## config.mk

```make
export PLATFORM = sky130hd
export DESIGN_NAME = guarded_regbank
export DESIGN_NICKNAME = d
export VERILOG_FILES = /design/src/rtl/grb_pkg.sv /design/src/rtl/grb_host_sync.sv /design/src/rtl/grb_write_guard.sv /design/src/rtl/grb_reg_store.sv /design/src/rtl/grb_settle_timer.sv /design/src/rtl/guarded_regbank.sv
export SDC_FILE = /design/constraint.sdc
export NUM_CORES = 1
export LEC_CHECK = 0
export ABC_AREA = 1
export BUFFER_PORTS_ARGS = -buffer_cell sky130_fd_sc_hd__buf_4
export CORE_MARGIN = 2
export CORE_UTILIZATION = 47
export DETAILED_ROUTE_END_ITERATION = 7
export MAX_ROUTING_LAYER = met4
export PLACE_DENSITY = 0.82
export SLEW_MARGIN = 10
export SYNTH_ARGS = -nofsm -noshare
export SYNTH_HDL_FRONTEND = slang
export SYNTH_SLANG_ARGS = --single-unit
```

## constraint.sdc

```tcl
create_clock -name clk -period 2.1 [get_ports clk]
set_input_delay 0.21 -clock clk [delete_from_list [all_inputs] [get_ports clk]]
set_output_delay 0.21 -clock clk [all_outputs]
set_load 0.05 [all_outputs]
```

## src/rtl/grb_pkg.sv

```systemverilog
// Package: shared address constants and the per-address write policy.
// Assumes an 8-bit host address; addresses above LAST_MAPPED are unmapped.
package grb_pkg;

    typedef enum logic [2:0] {
        POL_FREE,
        POL_RDONLY,
        POL_TMR_OFF,
        POL_AFTER_IRQ,
        POL_AFTER_CLK,
        POL_UNMAPPED
    } policy_e;

    localparam int unsigned A_IRQMAP    = 4;
    localparam int unsigned A_REV       = 6;
    localparam int unsigned A_IOMODE    = 9;
    localparam int unsigned A_PWRSTAT   = 11;
    localparam int unsigned A_DECIM     = 12;
    localparam int unsigned A_TMR_HI    = 13;
    localparam int unsigned A_TMR_LO    = 14;
    localparam int unsigned LAST_MAPPED = 20;

    // Map an address to the rule that governs host writes to it.
    function automatic policy_e policy_of(input int unsigned a);
        policy_e p;
        if (a > LAST_MAPPED)                  p = POL_UNMAPPED;
        else if (a == A_REV || a == A_PWRSTAT) p = POL_RDONLY;
        else if (a == A_TMR_HI || a == A_TMR_LO) p = POL_TMR_OFF;
        else if (a == A_IRQMAP)               p = POL_AFTER_IRQ;
        else if (a == A_IOMODE)               p = POL_AFTER_CLK;
        else                                  p = POL_FREE;
        return p;
    endfunction

endpackage

```

## src/rtl/grb_host_sync.sv

```systemverilog
// Host port synchroniser.
// Brings the asynchronous strobes into the core clock through STAGES flops,
// samples address/data while the synchronised write strobe is low, and
// emits a one-cycle commit on its rising edge if chip select was low.
// Assumes the host holds address and data stable from the falling edge of
// the write strobe until STAGES+1 core cycles after its rising edge.
module grb_host_sync #(
    parameter int ADDR_W = 8,
    parameter int DATA_W = 16,
    parameter int STAGES = 2
) (
    input  logic              clk,
    input  logic              rst_n,
    input  logic              cs_n,
    input  logic              wr_n,
    input  logic              rd_n,
    input  logic [ADDR_W-1:0] addr,
    input  logic [DATA_W-1:0] wdata,
    output logic              cmt_pulse,
    output logic [ADDR_W-1:0] cmt_addr,
    output logic [DATA_W-1:0] cmt_data,
    output logic              rd_active
);

    logic [STAGES-1:0] cs_sh;
    logic [STAGES-1:0] wr_sh;
    logic [STAGES-1:0] rd_sh;
    logic              wr_prev;
    logic              cap_sel;
    logic              cs_s;
    logic              wr_s;
    logic              rd_s;

    assign cs_s = cs_sh[STAGES-1];
    assign wr_s = wr_sh[STAGES-1];
    assign rd_s = rd_sh[STAGES-1];

    // Shift the raw strobes through the synchroniser chains (idle high).
    always_ff @(posedge clk) begin
        if (!rst_n) begin
            cs_sh   <= '1;
            wr_sh   <= '1;
            rd_sh   <= '1;
            wr_prev <= 1'b1;
        end else begin
            cs_sh   <= {cs_sh[STAGES-2:0], cs_n};
            wr_sh   <= {wr_sh[STAGES-2:0], wr_n};
            rd_sh   <= {rd_sh[STAGES-2:0], rd_n};
            wr_prev <= wr_s;
        end
    end

    // Track address, data and selection while the write strobe is low.
    always_ff @(posedge clk) begin
        if (!rst_n) begin
            cmt_addr <= '0;
            cmt_data <= '0;
            cap_sel  <= 1'b0;
        end else if (!wr_s) begin
            cmt_addr <= addr;
            cmt_data <= wdata;
            cap_sel  <= !cs_s;
        end
    end

    assign cmt_pulse = wr_s && !wr_prev && cap_sel;
    assign rd_active = !cs_s && !rd_s;

endmodule

```

## src/rtl/grb_write_guard.sv

```systemverilog
// Write guard.
// Decides whether a committed write is stored or discarded, using the
// address policy and live device state. Holds the sticky "interrupt raised"
// and "sample clock seen" flags. Status inputs are synchronous to clk.
module grb_write_guard #(
    parameter int ADDR_W = 8
) (
    input  logic              clk,
    input  logic              rst_n,
    input  logic              cmt_pulse,
    input  logic [ADDR_W-1:0] cmt_addr,
    input  logic              timer_running,
    input  logic              irq_evt,
    input  logic              smp_tick,
    output logic              do_write,
    output logic              do_reject,
    output logic              irq_pending,
    output logic              clk_seen
);
    import grb_pkg::*;

    policy_e pol;
    logic    allowed;

    // Evaluate the policy of the committed address against device state.
    always_comb begin
        pol = policy_of(int'(cmt_addr));
        unique case (pol)
            POL_FREE:      allowed = 1'b1;
            POL_TMR_OFF:   allowed = !timer_running;
            POL_AFTER_IRQ: allowed = irq_pending;
            POL_AFTER_CLK: allowed = clk_seen;
            default:       allowed = 1'b0;
        endcase
    end

    assign do_write  = cmt_pulse && allowed;
    assign do_reject = cmt_pulse && !allowed;

    // Sticky interrupt flag: a fresh interrupt wins over consumption.
    always_ff @(posedge clk) begin
        if (!rst_n)
            irq_pending <= 1'b0;
        else if (irq_evt)
            irq_pending <= 1'b1;
        else if (do_write && int'(cmt_addr) == A_IRQMAP)
            irq_pending <= 1'b0;
    end

    // Sticky flag recording that a sample clock has been observed.
    always_ff @(posedge clk) begin
        if (!rst_n)
            clk_seen <= 1'b0;
        else if (smp_tick)
            clk_seen <= 1'b1;
    end

endmodule

```

## src/rtl/grb_reg_store.sv

```systemverilog
// Register storage and read multiplexer.
// One storage word per writable address (generated); read-only slots show
// the status inputs instead. Reads beyond NUM_REGS return zero.
module grb_reg_store #(
    parameter int ADDR_W   = 8,
    parameter int DATA_W   = 16,
    parameter int NUM_REGS = 21
) (
    input  logic                       clk,
    input  logic                       rst_n,
    input  logic                       do_write,
    input  logic [ADDR_W-1:0]          waddr,
    input  logic [DATA_W-1:0]          wdata,
    input  logic [ADDR_W-1:0]          rd_addr,
    input  logic [DATA_W-1:0]          stat_rev,
    input  logic [DATA_W-1:0]          stat_pwr,
    output logic [NUM_REGS*DATA_W-1:0] regs_flat,
    output logic [DATA_W-1:0]          rd_value
);
    import grb_pkg::*;

    for (genvar i = 0; i < NUM_REGS; i++) begin : g_slot
        logic [DATA_W-1:0] q;
        if (i == A_REV) begin : g_rev
            assign q = stat_rev;
        end else if (i == A_PWRSTAT) begin : g_pwr
            assign q = stat_pwr;
        end else begin : g_rw
            // Store the host word when the guard accepts a write here.
            always_ff @(posedge clk) begin
                if (!rst_n)
                    q <= '0;
                else if (do_write && waddr == ADDR_W'(i))
                    q <= wdata;
            end
        end
        assign regs_flat[i*DATA_W +: DATA_W] = q;
    end

    // Select the addressed word, zero for unmapped addresses.
    always_comb begin
        rd_value = '0;
        for (int k = 0; k < NUM_REGS; k++) begin
            if (rd_addr == ADDR_W'(k))
                rd_value = regs_flat[k*DATA_W +: DATA_W];
        end
    end

endmodule

```

## src/rtl/grb_settle_timer.sv

```systemverilog
// Settle timer.
// Loaded by an accepted decimation write; counts down on sample ticks and
// flags outputs invalid until COUNT ticks have passed. A load wins over a
// tick in the same cycle.
module grb_settle_timer #(
    parameter int COUNT = 4
) (
    input  logic clk,
    input  logic rst_n,
    input  logic load,
    input  logic tick,
    output logic busy
);
    localparam int CW = $clog2(COUNT + 1);

    logic [CW-1:0] cnt;

    // Reload on a decimation change, otherwise count ticks down to zero.
    always_ff @(posedge clk) begin
        if (!rst_n)
            cnt <= '0;
        else if (load)
            cnt <= CW'(COUNT);
        else if (tick && cnt != '0)
            cnt <= cnt - 1'b1;
    end

    assign busy = (cnt != '0);

endmodule

```

## src/rtl/guarded_regbank.sv

```systemverilog
// Guarded host register bank (top).
// Synchronises the host port, applies per-address write policies, stores
// the registers, drives registered read data and reports each commit as
// an accept or reject pulse. Assumes status inputs are synchronous to clk.
module guarded_regbank #(
    parameter int ADDR_W         = 8,
    parameter int DATA_W         = 16,
    parameter int NUM_REGS       = 21,
    parameter int SYNC_STAGES    = 2,
    parameter int SETTLE_SAMPLES = 4
) (
    input  logic                       clk,
    input  logic                       rst_n,
    input  logic                       host_cs_n,
    input  logic                       host_rd_n,
    input  logic                       host_wr_n,
    input  logic [ADDR_W-1:0]          host_addr,
    input  logic [DATA_W-1:0]          host_wdata,
    output logic [DATA_W-1:0]          host_rdata,
    output logic                       host_rdata_oe,
    input  logic                       timer_running,
    input  logic                       irq_evt,
    input  logic                       smp_tick,
    input  logic [DATA_W-1:0]          stat_rev,
    input  logic [DATA_W-1:0]          stat_pwr,
    output logic                       wr_accept,
    output logic                       wr_reject,
    output logic                       out_invalid,
    output logic [NUM_REGS*DATA_W-1:0] cfg_regs
);
    import grb_pkg::*;

    logic              cmt_pulse;
    logic [ADDR_W-1:0] cmt_addr;
    logic [DATA_W-1:0] cmt_data;
    logic              rd_active;
    logic              do_write;
    logic              do_reject;
    logic              irq_pending;
    logic              clk_seen;
    logic [DATA_W-1:0] rd_value;
    logic [ADDR_W-1:0] evt_addr;

    grb_host_sync #(
        .ADDR_W (ADDR_W),
        .DATA_W (DATA_W),
        .STAGES (SYNC_STAGES)
    ) u_sync (
        .clk       (clk),
        .rst_n     (rst_n),
        .cs_n      (host_cs_n),
        .wr_n      (host_wr_n),
        .rd_n      (host_rd_n),
        .addr      (host_addr),
        .wdata     (host_wdata),
        .cmt_pulse (cmt_pulse),
        .cmt_addr  (cmt_addr),
        .cmt_data  (cmt_data),
        .rd_active (rd_active)
    );

    grb_write_guard #(
        .ADDR_W (ADDR_W)
    ) u_guard (
        .clk           (clk),
        .rst_n         (rst_n),
        .cmt_pulse     (cmt_pulse),
        .cmt_addr      (cmt_addr),
        .timer_running (timer_running),
        .irq_evt       (irq_evt),
        .smp_tick      (smp_tick),
        .do_write      (do_write),
        .do_reject     (do_reject),
        .irq_pending   (irq_pending),
        .clk_seen      (clk_seen)
    );

    grb_reg_store #(
        .ADDR_W   (ADDR_W),
        .DATA_W   (DATA_W),
        .NUM_REGS (NUM_REGS)
    ) u_store (
        .clk       (clk),
        .rst_n     (rst_n),
        .do_write  (do_write),
        .waddr     (cmt_addr),
        .wdata     (cmt_data),
        .rd_addr   (host_addr),
        .stat_rev  (stat_rev),
        .stat_pwr  (stat_pwr),
        .regs_flat (cfg_regs),
        .rd_value  (rd_value)
    );

    grb_settle_timer #(
        .COUNT (SETTLE_SAMPLES)
    ) u_settle (
        .clk   (clk),
        .rst_n (rst_n),
        .load  (do_write && int'(cmt_addr) == A_DECIM),
        .tick  (smp_tick),
        .busy  (out_invalid)
    );

    // Register the read bus and its enable; zero when not selected.
    always_ff @(posedge clk) begin
        if (!rst_n) begin
            host_rdata    <= '0;
            host_rdata_oe <= 1'b0;
        end else begin
            host_rdata    <= rd_active ? rd_value : '0;
            host_rdata_oe <= rd_active;
        end
    end

    // Report the outcome of each committed write with its address.
    always_ff @(posedge clk) begin
        if (!rst_n) begin
            wr_accept <= 1'b0;
            wr_reject <= 1'b0;
            evt_addr  <= '0;
        end else begin
            wr_accept <= do_write;
            wr_reject <= do_reject;
            if (cmt_pulse)
                evt_addr <= cmt_addr;
        end
    end

endmodule

```

; ---- Word-level counts from Yosys, hierarchy flattened
; Cells that the tools add are included.
; W data, S select, Z words.
[totals]
inputBits = 64
register_bits = 360
word_cells = 151
[op_classes]
mux = 31
n_addsub = 1
n_reduce_logical = 40
n_eq_ne = 43
order_cmp = 1
bitwise = 1
[ops]
columns = cell, count
row1 = $mux W16, 21
row2 = $eq A8 B4 Y1 const B, 16
row3 = $eq A8 B5 Y1 const B, 10
row4 = $eq A8 B3 Y1 const B, 8
row5 = $eq A8 B2 Y1 const B, 4
row6 = $logic_and A1 B1 Y1, 25
row7 = $mux W3, 7
row8 = $eq A8 B1 Y1 const B, 2
row9 = $logic_not A8 Y1, 2
row10 = $gt A8 B5 Y1 const B, 1
row11 = $eq A3 B2 Y1 const B, 2
row12 = $logic_not A1 Y1, 5
row13 = $pmux W1 S4, 1
row14 = $reduce_bool A2 Y1, 2
row15 = $eq A3 B3 Y1 const B, 1
row16 = $logic_not A3 Y1, 1
row17 = $reduce_bool A3 Y1, 1
row18 = $sub A3 B1 Y3 const B, 1
row19 = $logic_or A1 B1 Y1, 2
row20 = $mux W1, 2
row21 = $reduce_and A2 Y1, 1
row22 = $reduce_or A2 Y1, 1
row23 = $not A1 Y1, 1

; ---- Logic depth before layout (Yosys ltp)
[logic_depth]
depth_word = 22
ltp_mapped = 20
depth_no_buf = 18

; ---- Modules after synthesis
; Synthesis repeated with hierarchy kept, for this count alone.
[unflattened]
hier_cells = 2141
area_unflattened_um2 = 15443.6
[by_module_without_submodules]
columns = module, area_per_inst_um2, n_inst, seq_area_each_um2, cells_each
row1 = grb_reg_store, 13150.1, 1, 6085.8, 1811
row2 = grb_host_sync, 1262.5, 1, 640.6, 182
row3 = guarded_regbank, 589.3, 1, 380.4, 64
row4 = grb_write_guard, 269.0, 1, 40.0, 57
row5 = grb_settle_timer, 172.7, 1, 60.1, 27

; ---- Least setup slack after synthesis
; Ideal clock, no wire load.
[synth_timing]
path_kind = reg-to-reg
startpoint = register u_sync.cmt_addr[2]
endpoint = register u_store.g_slot[10].q[11]
n_path_buf = 2
stages_incl_launch_ff = 14
t_required_ns = 1.972
setup_slack_ns = -0.106
arrival_time_ns = 2.078
synth_period_minus_slack_ns = 2.206
path_cell_list = dfxtp_1 -> inv_1 -> nor2_2 -> inv_1 -> nor2_1 -> o31ai_1 -> a211oi_2 -> nand3_4 -> inv_2 -> buf_4 -> nand3_2 -> buf_2 -> o21ai_0 -> a21oi_1
[synth_via]
elab_chain_cells = 10
[synth_lines]
columns = element, line
row1 = start: declaration, grb_host_sync.sv:20  ; output logic [ADDR_W-1:0] cmt_addr,
row2 = start signal: assignment, grb_host_sync.sv:60  ; cmt_addr <= addr;
row3 = $eq A8 B4 Y1, grb_pkg.sv:30  ; else if (a == A_IOMODE) p = POL_AFTER_CLK;
row4 = $mux W3, grb_pkg.sv:30
row5 = $mux W3, grb_pkg.sv:29  ; else if (a == A_IRQMAP) p = POL_AFTER_IRQ;
row6 = $mux W3, grb_pkg.sv:28  ; else if (a == A_TMR_HI || a == A_TMR_LO) p = POL_TMR_OFF;
row7 = $mux W3, grb_pkg.sv:27  ; else if (a == A_REV || a == A_PWRSTAT) p = POL_RDONLY;
row8 = $mux W3, grb_pkg.sv:26  ; if (a > LAST_MAPPED) p = POL_UNMAPPED;
row9 = $eq A3 B3 Y1 (tied with other cells), grb_write_guard.sv:28  ; unique case (pol)
row10 = $pmux W1 S4, grb_write_guard.sv:28
row11 = $logic_and A1 B1 Y1, grb_write_guard.sv:37  ; assign do_write = cmt_pulse && allowed;
row12 = $logic_and A1 B1 Y1 *, grb_reg_store.sv:33  ; else if (do_write && waddr == ADDR_W'(i))
row13 = end signal: assignment, grb_reg_store.sv:34  ; q <= wdata;
row14 = end: declaration, grb_reg_store.sv:23  ; logic [DATA_W-1:0] q;
; Every way passes the cells marked *; elsewhere a longest branch is shown, timed or not.
; A chain may end at the register's enable or synchronous reset.

; ---- Worst setup path after layout
[layout_timing]
startpoint = input port host_addr[7]
endpoint = register host_rdata[11]
[layout_via]
elab_chain_cells = 22
[layout_lines]
columns = element, line
row1 = start: declaration, guarded_regbank.sv:17  ; input logic [ADDR_W-1:0] host_addr,
row2 = $logic_not A8 Y1, grb_reg_store.sv:44  ; if (rd_addr == ADDR_W'(k))
row3 = $mux W16 (20 in a row), grb_reg_store.sv:44
row4 = $mux W16 *, grb_reg_store.sv:44
row5 = end signal: assignment, guarded_regbank.sv:111  ; host_rdata <= rd_active ? rd_value : '0;
row6 = end: declaration, guarded_regbank.sv:19  ; output logic [DATA_W-1:0] host_rdata,
; Marked as above.

==> out/metrics.yaml <==
setup_violations: 313
top_layer_used: "met4"
viasPerCell: 6.38
die_area_mm2: 0.0347
grt_usage_pct: 48.2
antenna_left: 0
initial_core_util_pct: 47.8
drcViolationCount: 1
maxCapViolCount: 0
cellLeakagePower_nw: 10.7
power.total_mw: 16.1
finalInstanceArea_mm2: 0.0265
die_y_um: 186
place_area_mm2: 0.0202
gp_congestion: 1.03
min_period_ps: 2870
synthToLayoutAreaGrowth_pct: 69.7
p_per_area_mw_per_mm2: 609
critPathLaunchType: "input port"
violations: "design-rule violations, max-slew violations, negative setup slack"
relSlewSlack_pct: -6.92
dp_cells: 3039
synthCells: 2174
synth_edf_count: 0
hold_slack_ps: 42.0
cts_sinks: 360
avgSynthCellArea_um2: 7.18
antenna_found_initial: 2
synthArstFlopShare_pct: 0
core_region_area_mm2: 0.0326
required_ps: 2540
firstDrtPassIters: 8
io_pins: 420
fin_crit_sh_pct: 136
grt_pass1_wl_um: 118000
grt_start_max_net_pins: 162
slew_violations: 77
cts_tree: "done"
synth_warnings: 0
fin_tns_setup_ps: -137310
cp-end-kind: "flop"
grt_pass1_vias: 18400
finalNonFillerCells: 3237
yosysSeqAreaShare_pct: 46.2
path_class: "input port to flop"
h-tree-depth: 2
num-fill-cells: 1902
max_freq_mhz: 349
netlist_area_mm2: 0.0156
wl_um: 96100
met2_length_um: 39900
synth_flop_cell: "dfxtp_1"
cp_max_fo: 6
cts_max_path_buffers: 3
die_x_um: 186
drt-initial-drc-count: 3602
layout_setup_ws_ps: -766
root_buffer: "clkbuf_16"
wl_met3_um: 14100
hold_viol: 0
overflow: 0
wl_per_cell_um: 29.7
hp-class: "input port to flop"
cp.arrival_ps: 3300
ys_types: 37
port_buffers: 419
synth_seq_cells: 360
place_ws_ps: -1170
clock_latency_ps: 550
dp_hpwl_um: 55100
via_count: 20700
status: "finished with violations"
clk_pin_slew_ps: 60
tightest_slew_ps: 1600
rsz0062_at_grt: "true"
final_util_pct: 81.2
drive_gt1_share_pct: 48.0
rows: 66
synth_nets: 2240
nNetsFinal: 2832
vdd_drop_max_v: 0.000933
cts_made_buffers: 39
clock_skew_ps: 29.8
wl_met1_um: 32800
[timing repair]
item	in CTS	in global routing
gates resized for setup	458	514
buffers inserted	45	19
gates cloned	33	18
hold buffers	21	0
endpoints found under the setup margin	284	320
endpoints found under the hold margin	21	0
pin swaps	99	104
[critical path, cell delays in order]
cell	delay [ps]
buf_4	100
nor2_1	60
nand2_2	160
buf_4	150
nor2_1	50
buf_4	160
nand2_2	80
nand3_4	100
nor2_4	140
nand4_1	320
nor2_2	260
nand4_1	180
nor2_4	220
nand4_1	270
nor2_2	210
nand4_1	270
nor2_1	260
nor2_1	70
[logic make-up (layout without fill, tap and decap cells)]
logic type,after synthesis,after routing,share of synthesized area [%]
AO/OA/AOI/OAI,619,619,21.5
adder cells (fa/ha/maj),2,2,0.160
other,0,2,0
flip-flops,360,360,46.2
XOR/XNOR,1,1,0.0561
buffers and inverters,502,1121,13.0
AND/OR/NAND/NOR,690,690,19.1
[report_power, final]
| group | total [mW] | internal, mW | switching (mW) |
|---|---|---|---|
| Clock | 7.37 | 4.29 | 3.07 |
| Combinational | 1.81 | 0.567 | 1.24 |
| Sequential | 6.95 | 6.88 | 0.0715 |
| Total | 16.1 | 11.7 | 4.39 |
[flip-flops by register name, indices dropped and copies added, names as in the netlist]
register,cells
host_rdata,16
host_rdata_oe,1
u_guard.clk_seen,1
u_guard.irq_pending,1
u_settle.cnt,3
u_store.g_slot.q,304
u_sync.cap_sel,1
u_sync.cmt_addr,8
u_sync.cmt_data,16
u_sync.cs_sh,2
u_sync.rd_sh,2
u_sync.wr_prev,1
u_sync.wr_sh,2
wr_accept,1
wr_reject,1
[path summary, 6_finish.rpt]
path                                               from                       to  slack [ps]  depth (start not counted)
worst max-delay path                       host_addr[7]           host_rdata[11]        -770                         18
worst min-delay path                              rst_n  u_store.g_slot[0].q[13]          40                          3
worst max register to register  u_store.g_slot[0].q[11]           host_rdata[11]        -750                         12
worst min register to register          u_sync.cs_sh[0]          u_sync.cs_sh[1]         420                          1
[layer usage]
layer	global-route usage (%)	vias up
li1	-	8249
met1	59.1	9602
met2	70.1	2100
met3	12.7	711
met4	30.6	0
met5	-	-
[placed cells by master, fill, tap and decap left out, drive strengths merged, types with 10 or more instances in the layout]
cell type,netlist,routed
nand3,48,48
dfxtp,360,360
a211oi,94,94
o21ai,270,270
nand2,306,306
nand4,60,60
a21oi,247,247
buf,49,684
nor3,10,10
inv,331,333
nor2,248,248
dlygate4sd3,0,21
clkbuf,120,70
or2,12,12
[synthesized netlist by cell type, types with 4 or more instances]
master      n  area share (%)
nand4_1    60             2.4
nand2_1   302             7.3
or2_2      12            0.48
dfxtp_1   360              46
nor2_1    244             5.9
a211oi_1   93             4.5
buf_2      14            0.45
nor3_1      9            0.29
buf_4      34             1.6
inv_2       4           0.096
nor4_4      4            0.55
o21ai_0   269             8.6
clkbuf_1  118             2.8
a21oi_1   247             7.9
nand3_1    45             1.4
inv_1     327             7.9
[final cells by class]
type | count | area (um^2) | share of cell area [%]
sequential | 360 | 7250 | 27.4
antenna | 2 | 5.00 | 0.0189
inverter | 333 | 1280 | 4.82
tap | 442 | 553 | 2.09
clock inverter | 13 | 165 | 0.624
multi-input combinational | 1312 | 9240 | 34.9
clock buffer | 55 | 1180 | 4.45
timing repair buffer | 720 | 6830 | 25.8
No activity file was read; power rests on OpenSTA's default activity.
